`src/rtl/ks_pipe_pkg.sv`:
```
package ks_pipe_pkg;
  localparam int unsigned KEY_W    = 64;
  localparam int unsigned EFF_W    = 56;
  localparam int unsigned HALF_W   = EFF_W / 2;
  localparam int unsigned SUB_W    = 48;
  localparam int unsigned N_ROUNDS = 16;
  localparam int unsigned SEL_W    = 2;
  localparam int unsigned N_PERMS  = 1 << SEL_W;

  typedef logic [HALF_W-1:0] half_t;

  // Standard first permutation: source bit numbers, 1 = key MSB.
  localparam byte unsigned PC1_TAB [EFF_W] = '{
    57, 49, 41, 33, 25, 17,  9,  1, 58, 50, 42, 34, 26, 18,
    10,  2, 59, 51, 43, 35, 27, 19, 11,  3, 60, 52, 44, 36,
    63, 55, 47, 39, 31, 23, 15,  7, 62, 54, 46, 38, 30, 22,
    14,  6, 61, 53, 45, 37, 29, 21, 13,  5, 28, 20, 12,  4};

  // Compression: source positions in the 56-bit state, 1 = MSB.
  localparam byte unsigned PC2_TAB [SUB_W] = '{
    14, 17, 11, 24,  1,  5,  3, 28, 15,  6, 21, 10,
    23, 19, 12,  4, 26,  8, 16,  7, 27, 20, 13,  2,
    41, 52, 31, 37, 47, 55, 30, 40, 51, 45, 33, 48,
    44, 49, 39, 56, 34, 53, 46, 42, 50, 36, 29, 32};

  function automatic int unsigned rot_amount(int unsigned rnd);
    return (rnd == 1 || rnd == 2 || rnd == 9 || rnd == N_ROUNDS) ? 1 : 2;
  endfunction

  // Which position of the standard permutation feeds output j of choice sel.
  function automatic int unsigned alt_index(int unsigned sel, int unsigned j);
    case (sel)
      0:       return j;
      1:       return EFF_W - 1 - j;
      2:       return (j + HALF_W) % EFF_W;
      default: return (j * 3) % EFF_W;
    endcase
  endfunction

  function automatic half_t rotl(half_t h, int unsigned n);
    return (n == 0) ? h : half_t'((h << n) | (h >> (HALF_W - n)));
  endfunction

  function automatic half_t rotr(half_t h, int unsigned n);
    return (n == 0) ? h : half_t'((h >> n) | (h << (HALF_W - n)));
  endfunction
endpackage

```
`src/rtl/ks_first_perm.sv`:
```
module ks_first_perm
  import ks_pipe_pkg::*;
(
  input  logic [KEY_W-1:0] key,
  input  logic [SEL_W-1:0] sel,
  output half_t            c_half,
  output half_t            d_half
);
  localparam logic [KEY_W-1:0] NON_PARITY = {(KEY_W/8){8'hFE}};

  logic [EFF_W-1:0] cand [N_PERMS];
  logic [EFF_W-1:0] state;

  for (genvar v = 0; v < N_PERMS; v++) begin : g_perm
    for (genvar j = 0; j < EFF_W; j++) begin : g_bit
      assign cand[v][EFF_W-1-j] = key[KEY_W - PC1_TAB[alt_index(v, j)]];
    end
  end

  always_comb begin
    state = cand[sel];
    // every choice keeps exactly the non-parity bits
    a_r3_no_bit_lost: assert ($countones(state) == $countones(key & NON_PARITY));
  end

  assign c_half = state[EFF_W-1:HALF_W];
  assign d_half = state[HALF_W-1:0];
endmodule

```
`src/rtl/ks_round_stage.sv`:
```
module ks_round_stage
  import ks_pipe_pkg::*;
#(
  parameter int unsigned RND = 1
) (
  input  logic  clk,
  input  logic  rst_n,
  input  logic  vld_in,
  input  logic  dec_in,
  input  half_t c_in,
  input  half_t d_in,
  output logic  vld_q,
  output logic  dec_q,
  output half_t c_q,
  output half_t d_q
);
  localparam int unsigned ENC_ROT = rot_amount(RND);
  localparam int unsigned DEC_ROT = (RND == 1) ? 0 : rot_amount(N_ROUNDS + 2 - RND);

  half_t c_nxt, d_nxt;

  always_comb begin
    if (dec_in) begin
      c_nxt = rotr(c_in, DEC_ROT);
      d_nxt = rotr(d_in, DEC_ROT);
    end else begin
      c_nxt = rotl(c_in, ENC_ROT);
      d_nxt = rotl(d_in, ENC_ROT);
    end
  end

  always_ff @(posedge clk or negedge rst_n) begin
    if (!rst_n) vld_q <= 1'b0;
    else        vld_q <= vld_in;
  end

  always_ff @(posedge clk) begin
    if (vld_in) begin
      dec_q <= dec_in;
      c_q   <= c_nxt;
      d_q   <= d_nxt;
    end
  end

  // rotation never changes the number of ones in the key state
  a_r4_ones_kept: assert property (@(posedge clk) disable iff (!rst_n)
    vld_in |=> ($countones({c_q, d_q}) == $countones($past({c_in, d_in}))));

  // direction travels with the key
  a_r8_dir_follows: assert property (@(posedge clk) disable iff (!rst_n)
    vld_in |=> (dec_q == $past(dec_in)));
endmodule

```
`src/rtl/ks_compress.sv`:
```
module ks_compress
  import ks_pipe_pkg::*;
(
  input  half_t             c_half,
  input  half_t             d_half,
  output logic [SUB_W-1:0]  subkey
);
  logic [EFF_W-1:0] state;
  assign state = {c_half, d_half};

  for (genvar p = 0; p < SUB_W; p++) begin : g_bit
    assign subkey[SUB_W-1-p] = state[EFF_W - PC2_TAB[p]];
  end
endmodule

```
`src/rtl/ks_pipe.sv`:
```
module ks_pipe
  import ks_pipe_pkg::*;
(
  input  logic                      clk,
  input  logic                      rst_n,
  input  logic                      key_valid,
  input  logic [63:0]               key_in,
  input  logic [1:0]                perm_sel,
  input  logic                      decrypt,
  output logic [15:0]               stage_valid,
  output logic [16*48-1:0]          stage_subkey
);
  half_t c_h [N_ROUNDS+1];
  half_t d_h [N_ROUNDS+1];
  logic  vld [N_ROUNDS+1];
  logic  dec [N_ROUNDS+1];

  ks_first_perm u_first (
    .key    (key_in),
    .sel    (perm_sel),
    .c_half (c_h[0]),
    .d_half (d_h[0])
  );

  assign vld[0] = key_valid;
  assign dec[0] = decrypt;

  for (genvar r = 1; r <= N_ROUNDS; r++) begin : g_stage
    ks_round_stage #(.RND(r)) u_stage (
      .clk    (clk),
      .rst_n  (rst_n),
      .vld_in (vld[r-1]),
      .dec_in (dec[r-1]),
      .c_in   (c_h[r-1]),
      .d_in   (d_h[r-1]),
      .vld_q  (vld[r]),
      .dec_q  (dec[r]),
      .c_q    (c_h[r]),
      .d_q    (d_h[r])
    );

    ks_compress u_comp (
      .c_half (c_h[r]),
      .d_half (d_h[r]),
      .subkey (stage_subkey[SUB_W*r-1 -: SUB_W])
    );

    assign stage_valid[r-1] = vld[r];
  end

  // one stage per clock, no gaps or stalls
  a_r6_first_stage: assert property (@(posedge clk) disable iff (!rst_n)
    stage_valid[0] == $past(key_valid));
  a_r6_valid_walk: assert property (@(posedge clk) disable iff (!rst_n)
    stage_valid[N_ROUNDS-1:1] == $past(stage_valid[N_ROUNDS-2:0]));
endmodule

```
`config.mk`:
```
export PLATFORM = sky130hd
export DESIGN_NAME = ks_pipe
export DESIGN_NICKNAME = d
export VERILOG_FILES = /design/src/rtl/ks_pipe_pkg.sv /design/src/rtl/ks_first_perm.sv /design/src/rtl/ks_round_stage.sv /design/src/rtl/ks_compress.sv /design/src/rtl/ks_pipe.sv
export SDC_FILE = /design/constraint.sdc
export NUM_CORES = 1
export LEC_CHECK = 0
export ABC_AREA = 1
export BUFFER_PORTS_ARGS = -buffer_cell sky130_fd_sc_hd__buf_2
export CAP_MARGIN = 25
export CORE_AREA = 2 2 332 334
export DETAILED_ROUTE_END_ITERATION = 8
export DIE_AREA = 0 0 334 336
export GPL_ROUTABILITY_DRIVEN = 0
export SKIP_CTS_REPAIR_TIMING = 1
export SLEW_MARGIN = 40
export SYNTH_ARGS = -nofsm -noshare
export SYNTH_HDL_FRONTEND = slang
export SYNTH_SLANG_ARGS = --single-unit
```
`constraint.sdc`:
```
create_clock -name clk -period 2.6 [get_ports clk]
set_clock_uncertainty 0.1 [all_clocks]
set_input_delay 0.52 -clock clk [delete_from_list [all_inputs] [get_ports clk]]
set_output_delay 0.52 -clock clk [all_outputs]
set_load 0.02 [all_outputs]
```
# After elaboration in Yosys (flattened, before gate mapping)
# Cells that the tools add are included.
[word_totals]
regBits = 927
latch_bits = 0
ramBits = 0
romBits = 0
inputBits = 70
output_inout_bits = 784
elab_cells = 162
n_memories = 0
[classes]
addsub = 0
mul = 0
n_div = 0
magnitude_cmp = 1
eq_ne = 0
shifts = 0
mux = 35
n_bitwise = 63
n_reduce_logical = 0
[op_table]
columns = ["cell", "n"]
rows = [
  ["$mux 28", 32],
  ["$or 26x28->28", 24],
  ["$or 28x2->28", 24],
  ["$or 28x1->28", 8],
  ["$or 27x28->28", 6],
  ["$bmux 56 s2", 1],
  ["$mux 56", 2],
  ["$ge 3x3->1 const B", 1],
  ["$not 2->3", 1],
]

# Depth between registers and ports, before layout
# Gate-level depths: netlist (run 1).
[depth]
depth_word = 6
ltp_mapped = 7
ltp_nobuf = 5

# Hierarchy
# From an unflattened synthesis (run 1), not the netlist that was laid out.
[hier_totals]
hier_cells = 5008
area_unflattened_um2 = 47176.5
[by_module_without_submodules]
columns = ["module", "instances", "cells_each", "area_each_um2", "seq_area_each_um2"]
rows = [
  ["ks_round_stage", 16, 239, 2486.1, 1736.7],
  ["ks_compress", 16, 48, 360.3, 0.0],
  ["ks_first_perm", 1, 416, 1632.8, 0.0],
]

# Least setup slack after synthesis (run 1)
# No wires, ideal clock.
[synth_timing]
path_kind = "register to output"
from = "reg g_stage[1].u_stage.vld_q"
to = "out stage_valid[0]"
arrival_ps = 1799
path_slack_ps = 181
stages_incl_launch_ff = 2
n_path_buf = 1
path_cell_list = "dfrtp_1 buf_4"
[synth_rtl]
columns = ["item", "line", "rtl"]
rows = [
  ["start: declaration", "ks_round_stage.sv:12", "output logic vld_q,"],
  ["start signal: assignment", "ks_round_stage.sv:34", "else vld_q <= vld_in;"],
  ["end: declaration", "ks_pipe.sv:10", "output logic [15:0] stage_valid,"],
]
# No word-level cell between the ends.

# Final worst setup path (run 1)
[layout_timing]
from = "reg g_stage[8].u_stage.d_q[17]"
to = "out stage_subkey[345]"
[layout_rtl]
columns = ["item", "line", "rtl"]
rows = [
  ["start: declaration", "ks_round_stage.sv:15", "output half_t d_q"],
  ["start signal: assignment", "ks_round_stage.sv:41", "d_q <= d_nxt;"],
  ["end: declaration", "ks_pipe.sv:11", "output logic [16*48-1:0] stage_subkey"],
]
# No word-level cell between the ends.

==> results of run 1 <==
-- sequential cells by signal (all words and copies together), names as in the netlist --
| name | count |
|---|---|
| g_stage.u_stage.c_q | 444 |
| g_stage.u_stage.vld_q | 16 |
| g_stage.u_stage.d_q | 444 |
| g_stage.u_stage.dec_q | 15 |
-- area by class of cell --
type / instances / area [µm²]
Sequential cell: 919 / 27540
Clock inverter: 65 / 631.9
Tap cell: 1414 / 1769
Antenna cell: 1 / 2.502
Clock buffer: 120 / 2669
Inverter: 366 / 1374
Multi-Input combinational cell: 1950 / 9306
Fill cell: 10190 / 60190
Timing Repair Buffer: 905 / 4920
-- layer usage --
layer,routed length [µm],vias up,part of all wire,GRT usage
met5,0,-,0,0
met4,6853,0,0.050,0.1064
met3,13560,283,0.099,0.07716
met2,66330,1276,0.48,0.4011
met1,50090,13590,0.37,0.2718
li1,-,13530,-,-
-- cells in the mapped netlist --
cell	n	area share
a21oi_1	363	0.040
buf_1	3	0.00025
buf_2	135	0.015
buf_4	786	0.13
buf_6	8	0.0020
clkbuf_1	54	0.0045
dfrtp_1	16	0.0089
edfxtp_1	903	0.60
inv_1	364	0.030
inv_2	2	0.00017
mux2_2	106	0.026
nand2_1	531	0.044
nand3_1	222	0.025
nor2_1	363	0.030
o21ai_0	363	0.040
or2_1	2	0.00028
-- worst paths after layout --
| check | from | endpoint | slack (ns) | cells after the start |
|---|---|---|---|---|
| min | key_valid | g_stage[1].u_stage.d_q[17]$_DFFE_PP_ | 0.15 | 1 |
| min in group asynchronous | rst_n | g_stage[16].u_stage.vld_q$_DFF_PN0_ | 0.27 | 2 |
| max reg2reg | g_stage[7].u_stage.dec_q$_DFFE_PP_ | g_stage[8].u_stage.c_q[4]$_DFFE_PP_ | 0.82 | 2 |
| min reg2reg | g_stage[7].u_stage.d_q[2]$_DFFE_PP_ | g_stage[8].u_stage.d_q[0]$_DFFE_PP_ | 0.43 | 2 |
| max | g_stage[8].u_stage.d_q[17]$_DFFE_PP_ | stage_subkey[345] | 0.29 | 1 |
| max in group asynchronous | rst_n | g_stage[11].u_stage.vld_q$_DFF_PN0_ | 1.51 | 3 |
-- worst reg2reg max path: cells and delay by family (launching register included) --
kind	cells	cell delay [ns]
buffers and inverters	1	0.37
flip-flops	1	0.70
multiplexers	1	0.38
-- kinds of logic (layout without fill, tap and decap cells) --
logic type             after synthesis  in the layout  synth area share
buffers and inverters             1352           1456            0.1831
other                                0              1                 0
and+or+nand+nor                   1118           1118           0.09937
muxes                              106            106           0.02648
DFF                                919            919            0.6104
AOI/OAI and AO/OA                  726            726           0.08061
-- layout by cell type, fill, tap and decap left out, types with 5 or more instances in the layout --
cell / netlist / routed
edfxtp_1: 903 / 903
buf_2: 135 / 845
nand2_1: 531 / 531
inv_1: 364 / 364
nor2_1: 363 / 363
a21oi_1: 363 / 363
o21ai_0: 363 / 363
nand3_1: 222 / 222
mux2_2: 106 / 106
clkbuf_16: 0 / 101
buf_4: 786 / 40
clkinv_2: 0 / 23
buf_12: 0 / 19
clkinv_1: 0 / 16
dfrtp_2: 0 / 15
clkbuf_1: 54 / 12
bufinv_16: 0 / 8
clkinvlp_4: 0 / 7
clkbuf_8: 0 / 7
inv_6: 0 / 5
-- power groups by stage --
stage	Combinational, mW	Clock, mW	Sequential (mW)
3_5_place_dp	2.21	0	17.6
5_1_grt	2.42	15.1	17.3
6_report	2.23	14.2	17.3
3_3_place_gp	2.19	0	17.6
2_1_floorplan	1.67	0	17.5
4_1_cts	2.22	14.6	17.3
==> flow_summary.json, run 1 <==
{
  "arrival_ns": 1.69,
  "areaGrowthSynthToFinish_pct": 6.945,
  "coreArea_mm2": 0.1084,
  "max_freq_mhz": 433.8,
  "routedWlPerCell_um": 23.84,
  "syn_area_mm2": 0.04508,
  "power_density_mw_per_mm2": 700.3,
  "cp.buffers_inverters": 1,
  "grt.overflow.total": 0,
  "drc": 0,
  "worstPathMaxFanout": 3,
  "cts_tree": "built",
  "seq_area_frac_synth": 0.6104,
  "grt_pass1_vias": 26870,
  "dp.cells": 5553,
  "synth_fp_nets": 4291,
  "internal-power_mw": 25.58,
  "clock_latency_ns": 0.70,
  "rows": 121,
  "rsz0062_at_grt": "false",
  "start_util": 0.4158,
  "max_stage_delay_ns": 0.70,
  "crit_required_ns": 1.98,
  "tightest_slew_ns": 0.7782,
  "synth_warnings": 0,
  "min_period_over_period": 0.8866,
  "fin_util": 0.4447,
  "grt_pass1_wl_um": 189700,
  "dp_slack_ns": 0.6206,
  "nNetsFinal": 4313,
  "pwr-share-clk": 0.422,
  "pin_count": 854,
  "dieArea_mm2": 0.1122,
  "antenna_left": 0,
  "portBuffers": 845,
  "stdcell_area_mm2": 0.04821,
  "postSynthAreaPerCell_um2": 10.68,
  "power.share.combinational": 0.066,
  "drv_slew": 0,
  "clk_pin_slew_ns": 0.06,
  "critPathSlowestCell": "edfxtp_1",
  "postPlaceCellArea_mm2": 0.04489,
  "drive_gt1_frac": 0.2738,
  "cts_num_sinks": 919,
  "critPathKind": "register to primary output",
  "cts_root_buf": "clkbuf_16",
  "yosysUniqueCellTypes": 16,
  "antenna_found_initial": 3,
  "drv_cap": 0,
  "setup_viol": 0,
  "stdcell_count": 5740,
  "cts_buffer_depth": 3,
  "p_sw_mw": 8.184,
  "synth_seq_cells": 919,
  "setup_ws_ns": 0.2948,
  "swShare": 0.2424,
  "drtIter0Drc": 2641,
  "holdWs_ns": 0.1541,
  "critical_path.top_delay_family": "flip-flops",
  "postRouteWirelength_um": 136800,
  "die_h_um": 336,
  "synth_cells": 4221,
  "grtUsageTotal": 0.2362,
  "viasPerCell": 4.997,
  "vias": 28680,
  "seqPwrFrac": 0.512,
  "hold_viol": 0,
  "first_pass_iters": 7,
  "dpl.hpwl_um": 108100,
  "grt_max_degree": 114,
  "die_x_um": 334,
  "startpoint_type": "register",
  "path_cells": "buf_2",
  "leakage_nw": 20.11,
  "hold_class": "primary input to register",
  "vdd_drop_max_uv": 506.1,
  "min_period_ns": 2.305,
  "fin_tns_setup_ns": 0,
  "cts_htree_levels": 3,
  "status": "finished clean",
  "total_power_mw": 33.76,
  "end_kind": "primary output",
  "cts_made_buffers": 101,
  "timing.slew.headroom": 0.4812
}
(Power assumes the default switching activity.)
==> run 2: changes to the inputs <==
Settings changed: CELL_PAD_IN_SITES_DETAIL_PLACEMENT from default to 2, CELL_PAD_IN_SITES_GLOBAL_PLACEMENT from default to 2, CORE_AREA 2 2 332 334 to default, CORE_ASPECT_RATIO from default to 1.5, CORE_UTILIZATION from default to 36, DIE_AREA 0 0 334 336 to default, GPL_TIMING_DRIVEN from default to 0, PLACE_DENSITY_LB_ADDON from default to 0.1.
==> run 2 against run 1 <==
Setup slack worse by 0.21 ns. Sequential share of layout area shrank 6.7 points. Largest cell class unchanged. Non-clock buffer count is 944 higher. Highest routed layer is now met5. Critical path type unchanged. Register-to-register slack worse by 0.29 ns.
==> flow_summary.json, run 2 (synthesized netlist as in run 1, its figures left out) <==
{
  "dieArea_mm2": 0.1267,
  "grt_pass1_wl_um": 278400,
  "power.share.combinational": 0.089,
  "drv_cap": 0,
  "critPathKind": "register to primary output",
  "antenna_found_initial": 4,
  "fin_tns_setup_ns": 0,
  "drv_slew": 0,
  "hold_class": "primary input to register",
  "grt_pass1_vias": 37310,
  "rsz0062_at_grt": "false",
  "dpl.hpwl_um": 162700,
  "swShare": 0.2548,
  "cts_tree": "built",
  "first_pass_iters": 5,
  "dp_slack_ns": 0.4817,
  "arrival_ns": 1.90,
  "rows": 158,
  "portBuffers": 844,
  "timing.slew.headroom": 0.4520,
  "tightest_slew_ns": 0.8220,
  "drc": 0,
  "hold_viol": 0,
  "startpoint_type": "register",
  "end_kind": "primary output",
  "worstPathMaxFanout": 40,
  "dp.cells": 6680,
  "grtUsageTotal": 0.3097,
  "antenna_left": 0,
  "vias": 35050,
  "drive_gt1_frac": 0.3895,
  "p_sw_mw": 8.699,
  "nNetsFinal": 5248,
  "clk_pin_slew_ns": 0.07,
  "clock_latency_ns": 0.70,
  "leakage_nw": 24.18,
  "max_freq_mhz": 397.2,
  "die_x_um": 290.9,
  "layout_commonest_cell": "buf_2",
  "setup_viol": 0,
  "stdcell_count": 6858,
  "stdcell_area_mm2": 0.05471,
  "cts_made_buffers": 92,
  "coreArea_mm2": 0.1240,
  "areaGrowthSynthToFinish_pct": 21.37,
  "min_period_ns": 2.517,
  "grt_max_degree": 59,
  "routedWlPerCell_um": 29.24,
  "pwr-share-clk": 0.403,
  "internal-power_mw": 25.44,
  "cts_buffer_depth": 3,
  "cts_num_sinks": 919,
  "postPlaceCellArea_mm2": 0.05166,
  "status": "finished clean",
  "viasPerCell": 5.111,
  "postRouteWirelength_um": 200500,
  "vdd_drop_max_uv": 437.3,
  "largestRegisters": "g_stage.u_stage.c_q: 444 flops, g_stage.u_stage.d_q: 444 flops, g_stage.u_stage.vld_q: 16 flops",
  "seqPwrFrac": 0.509,
  "min_period_over_period": 0.9682,
  "setup_ws_ns": 0.08264,
  "power_density_mw_per_mm2": 624.0,
  "start_util": 0.3637,
  "cts_root_buf": "clkbuf_16",
  "final_cell_mix": "978 x buf_2, 903 x edfxtp_1, 787 x buf_4, 531 x nand2_1, 364 x inv_1",
  "die_h_um": 435.4,
  "cts_htree_levels": 3,
  "pin_count": 854,
  "grt.overflow.total": 0,
  "drtIter0Drc": 2368,
  "crit_required_ns": 1.98
}
## run 2: changes by cell type in the layout (fill, tap and decap cells not counted), sizes merged
| cell | change |
|---|---|
| inv | -5 |
| clkinvlp | -5 |
| clkbuf | +49 |
| buf | +890 |
| diode | +1 |
| clkinv | +2 |
## run 2: path summary, 6_finish.rpt
| kind | to | startpoint | slack, ns | depth (start not counted) |
|---|---|---|---|---|
| worst max-delay path | stage_valid[10] | g_stage[11].u_stage.vld_q$_DFF_PN0_ | 0.08 | 3 |
| worst max register to register | g_stage[11].u_stage.d_q[23]$_DFFE_PP_ | g_stage[10].u_stage.dec_q$_DFFE_PP_ | 0.53 | 2 |
| worst min-delay path | g_stage[1].u_stage.dec_q$_DFFE_PP_ | decrypt | 0.02 | 1 |
| min in group asynchronous | g_stage[16].u_stage.vld_q$_DFF_PN0_ | rst_n | 0.23 | 2 |
| worst min register to register | g_stage[9].u_stage.dec_q$_DFFE_PP_ | g_stage[8].u_stage.dec_q$_DFFE_PP_ | 0.41 | 0 |
| max in group asynchronous | g_stage[9].u_stage.vld_q$_DFF_PN0_ | rst_n | 1.72 | 2 |
## run 2: cell type report
cell class                      count  area [µm²]
Tap cell                         1600        2002
Antenna cell                        2       5.005
Clock buffer                      115        2492
Inverter                          366        1374
Buffer                            986        6880
Timing Repair Buffer              863        4571
Multi-Input combinational cell   1950        9306
Fill cell                       13290       69240
Clock inverter                     57       506.7
Sequential cell                   919       27570
## run 2: worst max-delay path: stages, from the launching register on
cell and delay [ns]:
dfrtp_4 0.61, buf_12 0.29, buf_4 0.16, buf_2 0.16
## run 2: metrics by stage
step | hold WS [ns] | utilization | power [mW]
final | 0.02321 | 0.4414 | 34.14
after global routing | 0.01312 | 0.4413 | 34.90
after CTS | -0.3034 | 0.4410 | 34.32
after detailed placement | 0.4009 | 0.4168 | 20.67
after global placement | 0.3728 | 0.4139 | 20.58
after floorplan | 0.1244 | - | 19.14
## run 2: layer usage
layer  up-vias  part of all wire  routed length, µm  track usage
met1     17930              0.36              72500       0.3440
met2      1455              0.53             105500       0.5702
met3       311             0.061              12280      0.04948
met4         2             0.051              10220       0.1502
li1      15350                 -                  -            -
met5         -          0.000055                 11            0
## run 2: power groups by stage
stage / combinational, mW / clock [mW] / sequential, mW
after detailed placement: 2.99 / 0 / 17.7
final: 3.02 / 13.8 / 17.4
after global placement: 2.69 / 0 / 17.9
after CTS: 3.00 / 13.9 / 17.4
after global routing: 3.18 / 14.3 / 17.4
after floorplan: 1.67 / 0 / 17.5
